**src/rtl/triflop_pkg.sv**
```systemverilog
package triflop_pkg;

  localparam int LVL_W  = 2;
  localparam int DATA_W = 2 * LVL_W;

  typedef logic [LVL_W-1:0] lvl_t;

  localparam lvl_t LVL_LO = 2'b00;
  localparam lvl_t LVL_HI = 2'b01;
  localparam lvl_t LVL_UN = 2'b10;

  typedef struct packed {
    logic cleanEdge;
    logic fuzzyEdge;
    logic forceOn;
    logic forceSoft;
    lvl_t forceLvl;
  } strobe_t;

  function automatic lvl_t normLvl(input lvl_t a);
    return (a == 2'b11) ? LVL_UN : a;
  endfunction

  function automatic lvl_t invLvl(input lvl_t a);
    lvl_t n;
    n = normLvl(a);
    if (n == LVL_LO) return LVL_HI;
    if (n == LVL_HI) return LVL_LO;
    return LVL_UN;
  endfunction

  // true when bit value b is a possible resolution of level a
  function automatic logic canBe(input lvl_t a, input logic b);
    return (normLvl(a) == LVL_UN) || (a[0] == b);
  endfunction

  // enumerate every resolution of j, k and the stored level
  function automatic lvl_t jkResolve(input lvl_t j, input lvl_t k, input lvl_t s);
    logic seen0, seen1, r;
    seen0 = 1'b0;
    seen1 = 1'b0;
    for (int jb = 0; jb < 2; jb++) begin
      for (int kb = 0; kb < 2; kb++) begin
        for (int sb = 0; sb < 2; sb++) begin
          if (canBe(j, jb[0]) && canBe(k, kb[0]) && canBe(s, sb[0])) begin
            r = (jb[0] & ~sb[0]) | (~kb[0] & sb[0]);
            if (r) seen1 = 1'b1;
            else   seen0 = 1'b1;
          end
        end
      end
    end
    if (seen0 && seen1) return LVL_UN;
    return seen1 ? LVL_HI : LVL_LO;
  endfunction

endpackage

```
**src/rtl/triflop_ctrl.sv**
```systemverilog
module triflop_ctrl
  import triflop_pkg::*;
(
  input  logic    clk,
  input  logic    rst_n,
  input  lvl_t    ckIn,
  input  lvl_t    setIn,
  input  lvl_t    clrIn,
  output strobe_t strobes
);

  lvl_t prevCk, ckNow, setLvl, clrLvl;

  assign ckNow  = normLvl(ckIn);
  assign setLvl = normLvl(setIn);
  assign clrLvl = normLvl(clrIn);

  always_ff @(posedge clk) begin
    if (!rst_n) prevCk <= LVL_UN;
    else        prevCk <= ckNow;
  end

  always_comb begin
    strobes.cleanEdge = (prevCk == LVL_LO) && (ckNow == LVL_HI);
    strobes.fuzzyEdge = ((prevCk == LVL_LO) && (ckNow == LVL_UN)) ||
                        ((prevCk == LVL_UN) && (ckNow == LVL_HI));
    strobes.forceOn   = 1'b1;
    strobes.forceSoft = 1'b0;
    strobes.forceLvl  = LVL_UN;
    if (setLvl == LVL_LO && clrLvl == LVL_LO) begin
      strobes.forceOn = 1'b0;
    end else if (setLvl == LVL_HI && clrLvl == LVL_LO) begin
      strobes.forceLvl = LVL_HI;
    end else if (clrLvl == LVL_HI && setLvl == LVL_LO) begin
      strobes.forceLvl = LVL_LO;
    end else if (setLvl == LVL_UN && clrLvl == LVL_LO) begin
      strobes.forceSoft = 1'b1;
      strobes.forceLvl  = LVL_HI;
    end else if (clrLvl == LVL_UN && setLvl == LVL_LO) begin
      strobes.forceSoft = 1'b1;
      strobes.forceLvl  = LVL_LO;
    end
  end

  // a rising edge is never immediately followed by another edge
  assert_edge_spacing_R10: assert property (@(posedge clk) disable iff (!rst_n)
    strobes.cleanEdge |=> !(strobes.cleanEdge || strobes.fuzzyEdge));

endmodule

```
**src/rtl/triflop_dp.sv**
```systemverilog
module triflop_dp
  import triflop_pkg::*;
#(
  parameter bit JK_MODE = 1'b0
)(
  input  logic    clk,
  input  logic    rst_n,
  input  strobe_t strobes,
  input  lvl_t    dIn,
  input  lvl_t    jIn,
  input  lvl_t    kIn,
  output lvl_t    q
);

  lvl_t state, nextState, edgeLvl;
  logic [DATA_W-1:0] dataNow, lastData;

  assign dataNow = JK_MODE ? {normLvl(jIn), normLvl(kIn)} : {LVL_LO, normLvl(dIn)};
  assign edgeLvl = JK_MODE ? jkResolve(jIn, kIn, state) : normLvl(dIn);

  always_comb begin
    nextState = state;
    if (strobes.forceOn) begin
      if (!strobes.forceSoft)                 nextState = strobes.forceLvl;
      else if (state != strobes.forceLvl)     nextState = LVL_UN;
    end else if (strobes.cleanEdge) begin
      nextState = edgeLvl;
    end else if (strobes.fuzzyEdge) begin
      if (dataNow != lastData) nextState = LVL_UN;
    end
  end

  always_ff @(posedge clk) begin
    if (!rst_n) begin
      state    <= LVL_UN;
      lastData <= {LVL_UN, LVL_UN};
    end else begin
      state <= nextState;
      if (strobes.cleanEdge || strobes.fuzzyEdge) lastData <= dataNow;
    end
  end

  assign q = state;

  assert_legal_code_R1: assert property (@(posedge clk) disable iff (!rst_n)
    state != 2'b11);

  assert_idle_hold_R10: assert property (@(posedge clk) disable iff (!rst_n)
    !(strobes.forceOn || strobes.cleanEdge || strobes.fuzzyEdge) |=> $stable(state));

  assert_fuzzy_keep_R9: assert property (@(posedge clk) disable iff (!rst_n)
    (strobes.fuzzyEdge && !strobes.forceOn && dataNow == lastData) |=> $stable(state));

  assert_hard_force_R3: assert property (@(posedge clk) disable iff (!rst_n)
    (strobes.forceOn && !strobes.forceSoft) |=> state == $past(strobes.forceLvl));

endmodule

```
**src/rtl/triflop_top.sv**
```systemverilog
module triflop_top
  import triflop_pkg::*;
#(
  parameter bit JK_MODE = 1'b0
)(
  input  logic       clk,
  input  logic       rst_n,
  input  logic [1:0] ckIn,
  input  logic [1:0] setIn,
  input  logic [1:0] clrIn,
  input  logic [1:0] dIn,
  input  logic [1:0] jIn,
  input  logic [1:0] kIn,
  output logic [1:0] q,
  output logic [1:0] qBar
);

  strobe_t strobes;

  triflop_ctrl i_ctrl (
    .clk     (clk),
    .rst_n   (rst_n),
    .ckIn    (ckIn),
    .setIn   (setIn),
    .clrIn   (clrIn),
    .strobes (strobes)
  );

  triflop_dp #(.JK_MODE(JK_MODE)) i_dp (
    .clk     (clk),
    .rst_n   (rst_n),
    .strobes (strobes),
    .dIn     (dIn),
    .jIn     (jIn),
    .kIn     (kIn),
    .q       (q)
  );

  assign qBar = invLvl(q);

  assert_undef_pair_R11: assert property (@(posedge clk) disable iff (!rst_n)
    (q == LVL_UN) |-> (qBar == LVL_UN));

  assert_clear_wins_R3: assert property (@(posedge clk) disable iff (!rst_n)
    (normLvl(clrIn) == LVL_HI && normLvl(setIn) == LVL_LO) |=> q == LVL_LO);

endmodule

```
**config.mk**
```make
export PLATFORM = sky130hd
export DESIGN_NAME = triflop_top
export DESIGN_NICKNAME = d
export VERILOG_FILES = /design/src/rtl/triflop_pkg.sv /design/src/rtl/triflop_ctrl.sv /design/src/rtl/triflop_dp.sv /design/src/rtl/triflop_top.sv
export SDC_FILE = /design/constraint.sdc
export NUM_CORES = 1
export LEC_CHECK = 0
export ABC_AREA = 1
export BUFFER_PORTS_ARGS = -buffer_cell sky130_fd_sc_hd__buf_2
export CAP_MARGIN = 40
export CORE_AREA = 10 10 47 49
export CTS_BUF_LIST = sky130_fd_sc_hd__clkbuf_16
export CTS_CLUSTER_SIZE = 28
export DETAILED_ROUTE_END_ITERATION = 10
export DIE_AREA = 0 0 57 59
export SLEW_MARGIN = 15
export SYNTH_ARGS = -nofsm -noshare
export SYNTH_HDL_FRONTEND = slang
export SYNTH_SLANG_ARGS = --single-unit
```
**constraint.sdc**
```tcl
create_clock -name clk -period 2.95 [get_ports clk]
set_clock_uncertainty 0.15 [all_clocks]
set_input_delay 0.59 -clock clk [delete_from_list [all_inputs] [get_ports clk]]
set_output_delay 0.59 -clock clk [all_outputs]
set_load 0.01 [all_outputs]
```
==> metrics.md, run 1 <==
| Metric | Value |
|---|---|
| Status | `finished clean` |
| Detail Route Antenna Nets | `0` |
| Worst Path Required | `2.21 ns` |
| Max VDD drop | `0.360 mV` |
| Post-cts sizing count | `0` |
| Crit path time final | `1.54 ns` |
| Switching share of power | `0.234` |
| Most frequent cells after synthesis | `22 x nand2_1, 11 x nor2_1, 9 x inv_1` |
| Routed WL | `1.06 mm` |
| CP max FO | `5` |
| Hold Path Depth | `2` |
| Final net count | `114` |
| Number of buffers added on ports | `13` |
| Synth cell types | `18` |
| CP cell instances | `nor2_1 -> buf_2` |
| Util after Layout | `0.473` |
| EDFF count, synth | `0` |
| Setup Viol. Count Final | `0` |
| Starting DRT DRC Count | `6` |
| Synth Register Bits | `7` |
| Transition time of the tightest slew-check pin | `0.213 ns` |
| Placeable Area | `1400 sq um` |
| Placer's final routability congestion estimate | `0.769` |
| Fin. max-slew vios | `0` |
| Vias | `511` |
| Synth area leader | `dfxtp_1` |
| Pwr dens | `592 nW/um^2` |
| Top post-synthesis cells by area | `dfxtp_1 28%, nand2_1 16%, nor2_1 8.2%, nand2_2 7.5%, inv_1 6.7%` |
| Internal Power | `301 uW` |
| Max incr delay on CP | `0.37 ns` |
| Ys async rst share | `0` |
| Initial antenna violation count | `0` |
| Final hold viol count | `0` |
| Yosys warns | `0` |
| Vias in the first global route | `500` |
| Seq/Total Area, Yosys | `0.279` |
| Setup Crit Path Kind | `flop to primary output` |
| CTS clk-pin slew, worst paths | `0.04 ns` |
| Total track usage | `0.0685` |
| Slowest cell on the critical path | `dfxtp_1` |
| Layout cell share with drive strength beyond 1 | `0.364` |
| Max_slew headroom | `0.857` |
| Clock power share | `0.583` |
| Reg area | `140 sq um` |
| Primary FF master, synth | `dfxtp_1` |
| Post-CTS Setup Bufs | `0` |
| Net load switching power | `92.0 uW` |
| Crit path buf inv count | `1` |
| Critical path arrival | `0.80 ns` |
| DP Wirelength | `919 microns` |
| Lkg Pwr | `0.370 nW` |
| CTS root buf | `clkbuf_16` |
| Detailed Routing Iterations Pass 1 | `4` |
| Hold Path Class | `flop to flop` |
| WL per Instance | `9.23 microns` |
| Area of the multi-input gates | `303 sq um` |
| Fmax | `0.650 GHz` |
| Critical Path Sink Type | `primary output` |
| Boundary Pins | `18` |
| CTS tree | `built` |
| Die width | `57 microns` |
| Worst reg2reg path depth | `8` |
| Layout area overhead | `31.8%` |
| Longest Clk Path Bufs | `2` |
| CTS sink cnt | `7` |
| Final total power | `393 uW` |
| # fillers | `160` |
| Syn nets | `97` |
| Setup TNS Final | `0 ns` |
| Hold bufs inserted after CTS | `0` |
| Max_cap viols | `0` |
| Combinational power share | `0.148` |
| DRC viols | `0` |
| Die Y | `59 microns` |
| RSZ-0062 raised after global routing | `no` |
| First-pass GRT wire length | `1.94 mm` |
| Top-count cell post-synth | `nand2_1` |
| Num rows | `14` |
| WP depth | `2` |
| Starting Density | `0.359` |
| Netlist Area Pre-Place | `503 sq um` |
| Period utilization | `0.522` |
| Sequential Power Share | `0.269` |
| H-tree depth | `1` |
| Startpoint class of the critical path | `flop` |
| Cts bufs inserted | `3` |
| Synthesized instance count | `83` |
| Skew-Pair Late Insertion Delay | `0.23 ns` |
| Synth Area per Inst | `6.06 sq um` |
| Top-area cell type share of the netlist area | `0.279` |
| Die area | `3360 sq um` |
| Vias per cell | `4.44` |
| Total gr overflow | `0` |
| Top delay family on crit path | `flip-flops` |
| Largest net degree at the start of global routing | `7` |
| ANT cells | `0` |
## final timing paths
path	startpoint	to	slack, ns
setup / recovery	i_dp.q[1]	qBar[0]	1.41
hold / removal	i_dp.lastData[3]	i_dp.lastData[3]	0.36
setup reg to reg	i_ctrl.prevCk[0]	i_dp.q[1]	1.75
hold reg to reg	i_dp.lastData[3]	i_dp.lastData[3]	0.36
## area by class of cell
| cell class | count | share of cell area |
|---|---|---|
| timing repair buffer | 13 | 0.0981 |
| clock buffer | 3 | 0.113 |
| clock inverter | 1 | 0.00566 |
| multi-input combinational | 60 | 0.457 |
| inverter | 15 | 0.0849 |
| tap | 16 | 0.0302 |
| sequential | 7 | 0.211 |
## kinds of logic (layout without fill, tap and decap cells)
| group | count (synthesis) | count (layout) | share of synthesized area |
|---|---|---|---|
| AOI/OAI and AO/OA | 5 | 5 | 0.0547 |
| and+or+nand+nor | 55 | 55 | 0.547 |
| buffers and inverters | 16 | 32 | 0.119 |
| DFF | 7 | 7 | 0.279 |
## cells in the final DEF (no fill, tap or decap), types with 2 or more instances in the layout
cell / count
nand2_1: 22
buf_2: 13
nor2_1: 11
inv_1: 10
dfxtp_1: 7
inv_2: 6
nand2_2: 6
nand3_1: 6
nor2_2: 3
nand3_2: 3
clkbuf_16: 3
o21ai_0: 2
## sequential cells by signal (all words and copies together), names as in the netlist
register       cells
i_ctrl.prevCk      2
i_dp.q             2
i_dp.lastData      3
## through the flow
stage               cells  worst slack [ns]  hold slack (ns)  cell area [sq um]
CTS                   115              1.41            0.348                663
global placement      111              1.32            0.330                584
finish                115              1.41            0.363                663
floorplan              83              1.54            0.318                503
detailed placement    111              1.32            0.342                584
global route          115              1.39            0.406                663
## power by group through the flow
stage	clock [mW]	combinational, mW	sequential, mW
2_1_floorplan	0	0.0401	0.107
3_3_place_gp	0	0.0574	0.107
3_5_place_dp	0	0.0587	0.107
4_1_cts	0.230	0.0589	0.106
5_1_grt	0.235	0.0674	0.107
6_report	0.229	0.0580	0.106
## metal layers
| layer | vias to the layer above | track usage | share of wire |
|---|---|---|---|
| li1 | 284 | - | - |
| met1 | 215 | 0.0756 | 0.48 |
| met2 | 10 | 0.113 | 0.46 |
| met3 | 2 | 0.0150 | 0.051 |
| met4 | 0 | 0.0503 | 0.013 |
| met5 | - | 0 | 0 |
## worst reg2reg max path: cells and delay by family (launching register included)
kind                   cells  cell delay (ns)
buffers and inverters      1             0.08
flip-flops                 1             0.29
AND/OR/NAND/NOR            7             0.56
No activity file was read; power rests on OpenSTA's default activity.
==> run 2, diff against run 1 <==
--- a/config.mk
+++ b/config.mk
@@ -5,7 +5,7 @@
 export SDC_FILE = /design/constraint.sdc
 export NUM_CORES = 1
 export LEC_CHECK = 0
-export ABC_AREA = 1
+export ABC_AREA = 0
 export BUFFER_PORTS_ARGS = -buffer_cell sky130_fd_sc_hd__buf_2
 export CAP_MARGIN = 40
 export CORE_AREA = 10 10 47 49
==> constraint.sdc (replaced) <==
create_clock -name clk -period 1.3 [get_ports clk]
set_clock_uncertainty 0.15 [all_clocks]
set_input_delay 0.26 -clock clk [delete_from_list [all_inputs] [get_ports clk]]
set_output_delay 0.26 -clock clk [all_outputs]
set_load 0.01 [all_outputs]
==> run 2 against run 1 <==
- the run now ends with setup timing left
- final area decreased by 6.2%
- combinational power increased by 79%
- die area did not move
- flip-flop and latch count is the same
- final cell count decreased by 23%
- largest power group unchanged
- routed wire length increased by 0.75%
- sequential share of layout area rose by 1.8 points
- clock power rose by 130%
- area after synthesis decreased by 24%
- register-to-register slack got worse by 1.9 ns
- count of clock-buffer cells in the layout stayed put
- utilization fell by 2.9 points
==> metrics.md, run 2 <==
| Metric | Value |
|---|---|
| Pwr dens | `1390 nW/um^2` |
| Most frequent cells in the layout | `13 x buf_2, 9 x buf_4, 6 x nor2_1` |
| Fmax | `0.669 GHz` |
| Num rows | `14` |
| Clock power share | `0.608` |
| Layout area overhead | `63.5%` |
| Sequential Power Share | `0.272` |
| Max_slew headroom | `0.816` |
| RSZ-0062 raised after global routing | `yes` |
| Post-route setup slack | `-0.194 ns` |
| CTS sink cnt | `7` |
| Fin. max-slew vios | `0` |
| Final net count | `87` |
| CTS clk-pin slew, worst paths | `0.04 ns` |
| Setup Viol. Count Final | `5` |
| Worst Path Required | `1.26 ns` |
| Total track usage | `0.0694` |
| DP Wirelength | `865 microns` |
| Failing checks | `setup timing` |
| Vias | `424` |
| Synthesized instance count | `47` |
| Synth cell types | `22` |
| Max VDD drop | `0.728 mV` |
| Largest net degree at the start of global routing | `6` |
| CTS tree | `built` |
| Synth area leader | `dfxtp_1` |
| Top-count cell post-synth | `dfxtp_1` |
| Layout cell share with drive strength beyond 1 | `0.431` |
| Net load switching power | `179 uW` |
| Placeable Area | `1400 sq um` |
| Vias in the first global route | `438` |
| Total gr overflow | `0` |
| Max_cap viols | `0` |
| Top post-synthesis cells by area | `dfxtp_1 37%, nor2_1 5.9%, mux2i_1 5.3%, nor3_1 5.3%, a21oi_1 3.9%` |
| Starting DRT DRC Count | `0` |
| Vias per cell | `4.82` |
| Post-Synth Adder-Cell Area | `0` |
| Longest Clk Path Bufs | `2` |
| CTS root buf | `clkbuf_16` |
| Die width | `57 microns` |
| Most common cell after layout, fill and taps aside | `buf_2` |
| Synth Area in Simple Gates | `0.339` |
| Hold Path Class | `input port to flop` |
| Synth Area per Inst | `8.09 sq um` |
| Starting Density | `0.271` |
| Detailed Routing Iterations Pass 1 | `1` |
| Max FFs per register | `3` |
| Primary FF master, synth | `dfxtp_1` |
| ANT cells | `0` |
| Status | `finished, violations left` |
| Cts bufs inserted | `3` |
| EDFF count, synth | `0` |
| Placer's final routability congestion estimate | `0.762` |
| Complex-gate fraction of the synthesized area | `0.178` |
| Initial antenna violation count | `0` |
| Skew-Pair Late Insertion Delay | `0.23 ns` |
| Most frequent cells after synthesis | `7 x dfxtp_1, 6 x nor2_1, 4 x nor3_1` |
| Boundary Pins | `18` |
| Yosys warns | `0` |
| Critical Path Sink Type | `flop` |
| Crit path time final | `1.49 ns` |
| Routed WL | `1.07 mm` |
| Switching share of power | `0.208` |
| Final hold viol count | `0` |
| Synth Register Bits | `7` |
| Die Y | `59 microns` |
| First-pass GRT wire length | `1.77 mm` |
| Lkg Pwr | `0.294 nW` |
| Ys async rst share | `0` |
| Biggest register | `i_dp.lastData` |
| Setup Crit Path Kind | `flop to flop` |
| Critical path arrival | `1.46 ns` |
| CP max FO | `3` |
| WL per Instance | `12.2 microns` |
| Combinational power share | `0.121` |
| Mux contribution to synthesized area | `0.0526` |
| Netlist Area Pre-Place | `380 sq um` |
| Period utilization | `1.15` |
| Placed Area | `524 sq um` |
| Main combinational cell family by area after synthesis | `simple AND/OR/NAND/NOR gates` |
| Hold bufs inserted after CTS | `0` |
| Internal Power | `682 uW` |
| Worst slack, placed | `-0.262 ns` |
| Seq/Total Area, Yosys | `0.368` |
| H-tree depth | `1` |
| Detail Route Antenna Nets | `0` |
| Startpoint class of the critical path | `flop` |
| Synth Area in XOR/XNOR | `0.0230` |
| DRC viols | `0` |
| Cell area after layout | `622 sq um` |
| Syn nets | `61` |
| Number of buffers added on ports | `13` |
| Die area | `3360 sq um` |
| Transition time of the tightest slew-check pin | `0.273 ns` |
| Top-area cell type share of the netlist area | `0.368` |
## run 2: final timing paths
check / depth (start not counted) / slack (ns) / endpoint / startpoint
min: 2 / 0.1 / i_ctrl.prevCk[1] / ckIn[1]
min reg2reg: 2 / 0.35 / i_dp.lastData[1] / i_dp.lastData[1]
max reg2reg: 5 / -0.19 / i_dp.q[0] / i_dp.lastData[0]
max: 5 / -0.19 / i_dp.q[0] / i_dp.lastData[0]
## run 2: power by group through the flow
stage / clock network, mW / registers (mW) / logic (mW)
floorplan: 0 / 0.237 / 0.0446
global placement: 0 / 0.237 / 0.0957
detailed placement: 0 / 0.237 / 0.0983
CTS: 0.533 / 0.234 / 0.100
global route: 0.543 / 0.235 / 0.116
finish: 0.524 / 0.234 / 0.104
## run 2: per-layer routing
layer	wire length, microns	track usage
met1	417	0.0575
met2	487	0.110
met3	140	0.0558
met4	24	0.0503
met5	0	0
## run 2: final cells by class
type,count,area [sq um]
Fill cell,153,779
Multi-Input combinational cell,36,236
Sequential cell,7,143
Timing Repair Buffer,22,133
Clock buffer,3,75.1
Tap cell,16,20.0
Inverter,3,11.3
Clock inverter,1,3.75
## run 2: stage by stage
step | hold slack, ns | instances | power (mW) | util | TNS (ns)
2_1_floorplan | 0.172 | 47 | 0.282 | - | -0.116
3_3_place_gp | 0.328 | 83 | 0.333 | 0.374 | -0.696
3_5_place_dp | 0.333 | 83 | 0.336 | 0.374 | -0.757
4_1_cts | 0.0958 | 87 | 0.868 | 0.433 | -0.509
5_1_grt | 0.126 | 88 | 0.894 | 0.444 | -0.765
6_report | 0.0993 | 88 | 0.862 | 0.444 | -0.423
## run 2: cell families (layout without fill, tap and decap cells)
family                 after synthesis  count (layout)
AO/OA/AOI/OAI                       10              10
XOR/XNOR                             1               1
buffers and inverters                4              29
flip-flops                           7               7
multiplexers                         2               2
AND/OR/NAND/NOR                     23              23
## run 2: repair_timing
action | CTS | global route
setup endpoints to repair | 5 | 5
gates resized for setup | 1 | 1
pin swaps | 1 | 0
endpoints found under the hold margin | 0 | 0
setup buffers | 0 | 1
## run 2: worst max-delay path, stage by stage (launching register included)
cell	delay, ns
dfxtp_2	0.35
xor2_2	0.14
o31ai_1	0.09
a221oi_2	0.28
nor3_1	0.07
or3_1	0.30
==> run 3, diff against run 2 <==
==> constraint.sdc (replaced) <==
create_clock -name clk -period 1.3 [get_ports clk]
set_clock_uncertainty 0.15 [all_clocks]
set_input_delay 0.065 -clock clk [delete_from_list [all_inputs] [get_ports clk]]
set_output_delay 0.065 -clock clk [all_outputs]
set_load 0.01 [all_outputs]
==> run 3 against run 2 <==
- non-clock buffer count is the same
- routed wire length shrank 7.7%
- largest cell class unchanged
- final cell count is the same
- sequential power is essentially flat
- combinational power is essentially flat
- via count shrank 0.71%
- maximum frequency grew 1.4%
- clock power shrank 1%
- the flow still finishes with violations (setup timing)
- final area is the same
- die area is the same
- flip-flop and latch count is the same
- critical path depth is the same
==> metrics.md, run 3 (synthesis gave the netlist of run 2 again) <==
| Metric | Value |
|---|---|
| Die width | `57 microns` |
| Die Y | `59 microns` |
| Cell total after placement | `80` |
| Layout area overhead | `63.5%` |
| Biggest register | `i_dp.lastData` |
| Cell area after layout | `622 sq um` |
| Startpoint class of the critical path | `flop` |
| Final hold viol count | `0` |
| CP max FO | `3` |
| CTS sink cnt | `7` |
| RSZ-0062 raised after global routing | `yes` |
| Status | `finished, violations left` |
| Detail Route Antenna Nets | `0` |
| Critical path arrival | `1.44 ns` |
| Critical Path Sink Type | `flop` |
| Lkg Pwr | `0.291 nW` |
| Fmax | `0.679 GHz` |
| Hold Path Origin | `clrIn[0]` |
| Starting Density | `0.271` |
| Setup TNS Final | `-0.344 ns` |
| Post-route setup slack | `-0.173 ns` |
| First-pass GRT wire length | `1.68 mm` |
| Boundary Pins | `18` |
| Skew-Pair Late Insertion Delay | `0.23 ns` |
| CTS root buf | `clkbuf_16` |
| Final total power | `851 uW` |
| Most common cell after layout, fill and taps aside | `buf_2` |
| Longest Clk Path Bufs | `2` |
| # fillers | `151` |
| Placeable Area | `1400 sq um` |
| Max VDD drop | `0.975 mV` |
| Vias in the first global route | `393` |
| Fin. max-slew vios | `0` |
| Transition time of the tightest slew-check pin | `0.284 ns` |
| ANT cells | `0` |
| Num rows | `14` |
| Placer's final routability congestion estimate | `0.725` |
| Failing checks | `setup timing` |
| Pwr dens | `1370 nW/um^2` |
| H-tree depth | `1` |
| Reg-to-reg startpoint | `i_dp.lastData[0]` |
| Max_cap viols | `0` |
| CTS clk-pin slew, worst paths | `0.04 ns` |
| Placed Area | `502 sq um` |
| Setup Crit Path Kind | `flop to flop` |
| WL per Instance | `11.2 microns` |
| Crit path time final | `1.47 ns` |
| Layout cell share with drive strength beyond 1 | `0.375` |
| Worst Path Required | `1.26 ns` |
| Total track usage | `0.0677` |
| Max_slew headroom | `0.809` |
| Hold Path Class | `input port to flop` |
| Most frequent cells in the layout | `13 x buf_2, 6 x nor2_1, 6 x buf_4` |
| Non-filler instance count after layout | `88` |
| Largest net degree at the start of global routing | `8` |
| Detailed Routing Iterations Pass 1 | `2` |
| Period utilization | `1.13` |
| Total gr overflow | `0` |
| Reg area | `143 sq um` |
| DRC viols | `0` |
| Critical path launch point | `i_dp.lastData[0]` |
| Final net count | `87` |
| Routed WL | `988 microns` |
| CTS tree | `built` |
| DP Wirelength | `774 microns` |
| Setup Viol. Count Final | `4` |
| Starting DRT DRC Count | `1` |
| Max FFs per register | `3` |
| Area of the multi-input gates | `229 sq um` |
| Initial antenna violation count | `0` |
| Vias | `421` |
| Number of buffers added on ports | `13` |
| Cts bufs inserted | `3` |
| Die area | `3360 sq um` |
| Vias per cell | `4.78` |
run 3: cell count changes in the layout (fill, tap and decap cells not counted):
cell,delta
dlygate4sd3_1,+3
buf_4,-3
xor2_1,+1
xor2_2,-1
run 3: where the power goes:
group | internal [mW] | switching [mW]
sequential | 0.227 | 0.00570
clock | 0.400 | 0.117
combinational | 0.0535 | 0.0475
run 3: area by class of cell:
cell class	count	area share
sequential	7	0.229
timing repair buffer	22	0.225
multi-input combinational	36	0.368
tap	16	0.0322
inverter	3	0.0181
clock inverter	1	0.00604
clock buffer	3	0.121
run 3: per-layer routing:
| metal | GRT usage | vias up | routed length, microns |
|---|---|---|---|
| li1 | - | 217 | - |
| met1 | 0.0600 | 187 | 404 |
| met2 | 0.0961 | 13 | 437 |
| met3 | 0.0494 | 4 | 105 |
| met4 | 0.0705 | 0 | 40 |
| met5 | 0 | - | 0 |
run 3: stage by stage:
stage,hold WS [ns],worst slack (ns),util
6_report,0.0260,-0.173,0.444
5_1_grt,0.0434,-0.267,0.444
4_1_cts,0.0172,-0.176,0.441
3_5_place_dp,0.139,-0.175,0.358
3_3_place_gp,0.136,-0.157,0.358
2_1_floorplan,-0.0231,-0.0991,-
run 3: final timing paths:
| path | to | slack [ns] | cells after the start |
|---|---|---|---|
| setup / recovery | i_dp.q[0] | -0.17 | 5 |
| hold / removal | i_dp.q[1] | 0.03 | 4 |
| setup reg to reg | i_dp.q[0] | -0.17 | 5 |
| hold reg to reg | i_dp.lastData[1] | 0.35 | 2 |
run 3: repair_timing:
item	in CTS	in global routing
hold buffers	3	0
gates resized for setup	0	1
buffers inserted	1	0
setup endpoints to repair	4	4
hold endpoints to repair	6	0
run 3: worst max-delay path, stage by stage (launching register included):
cell      delay, ns
dfxtp_2        0.33
xor2_1         0.15
o31ai_1        0.10
a221oi_2       0.28
nor3_1         0.06
or3_1          0.29
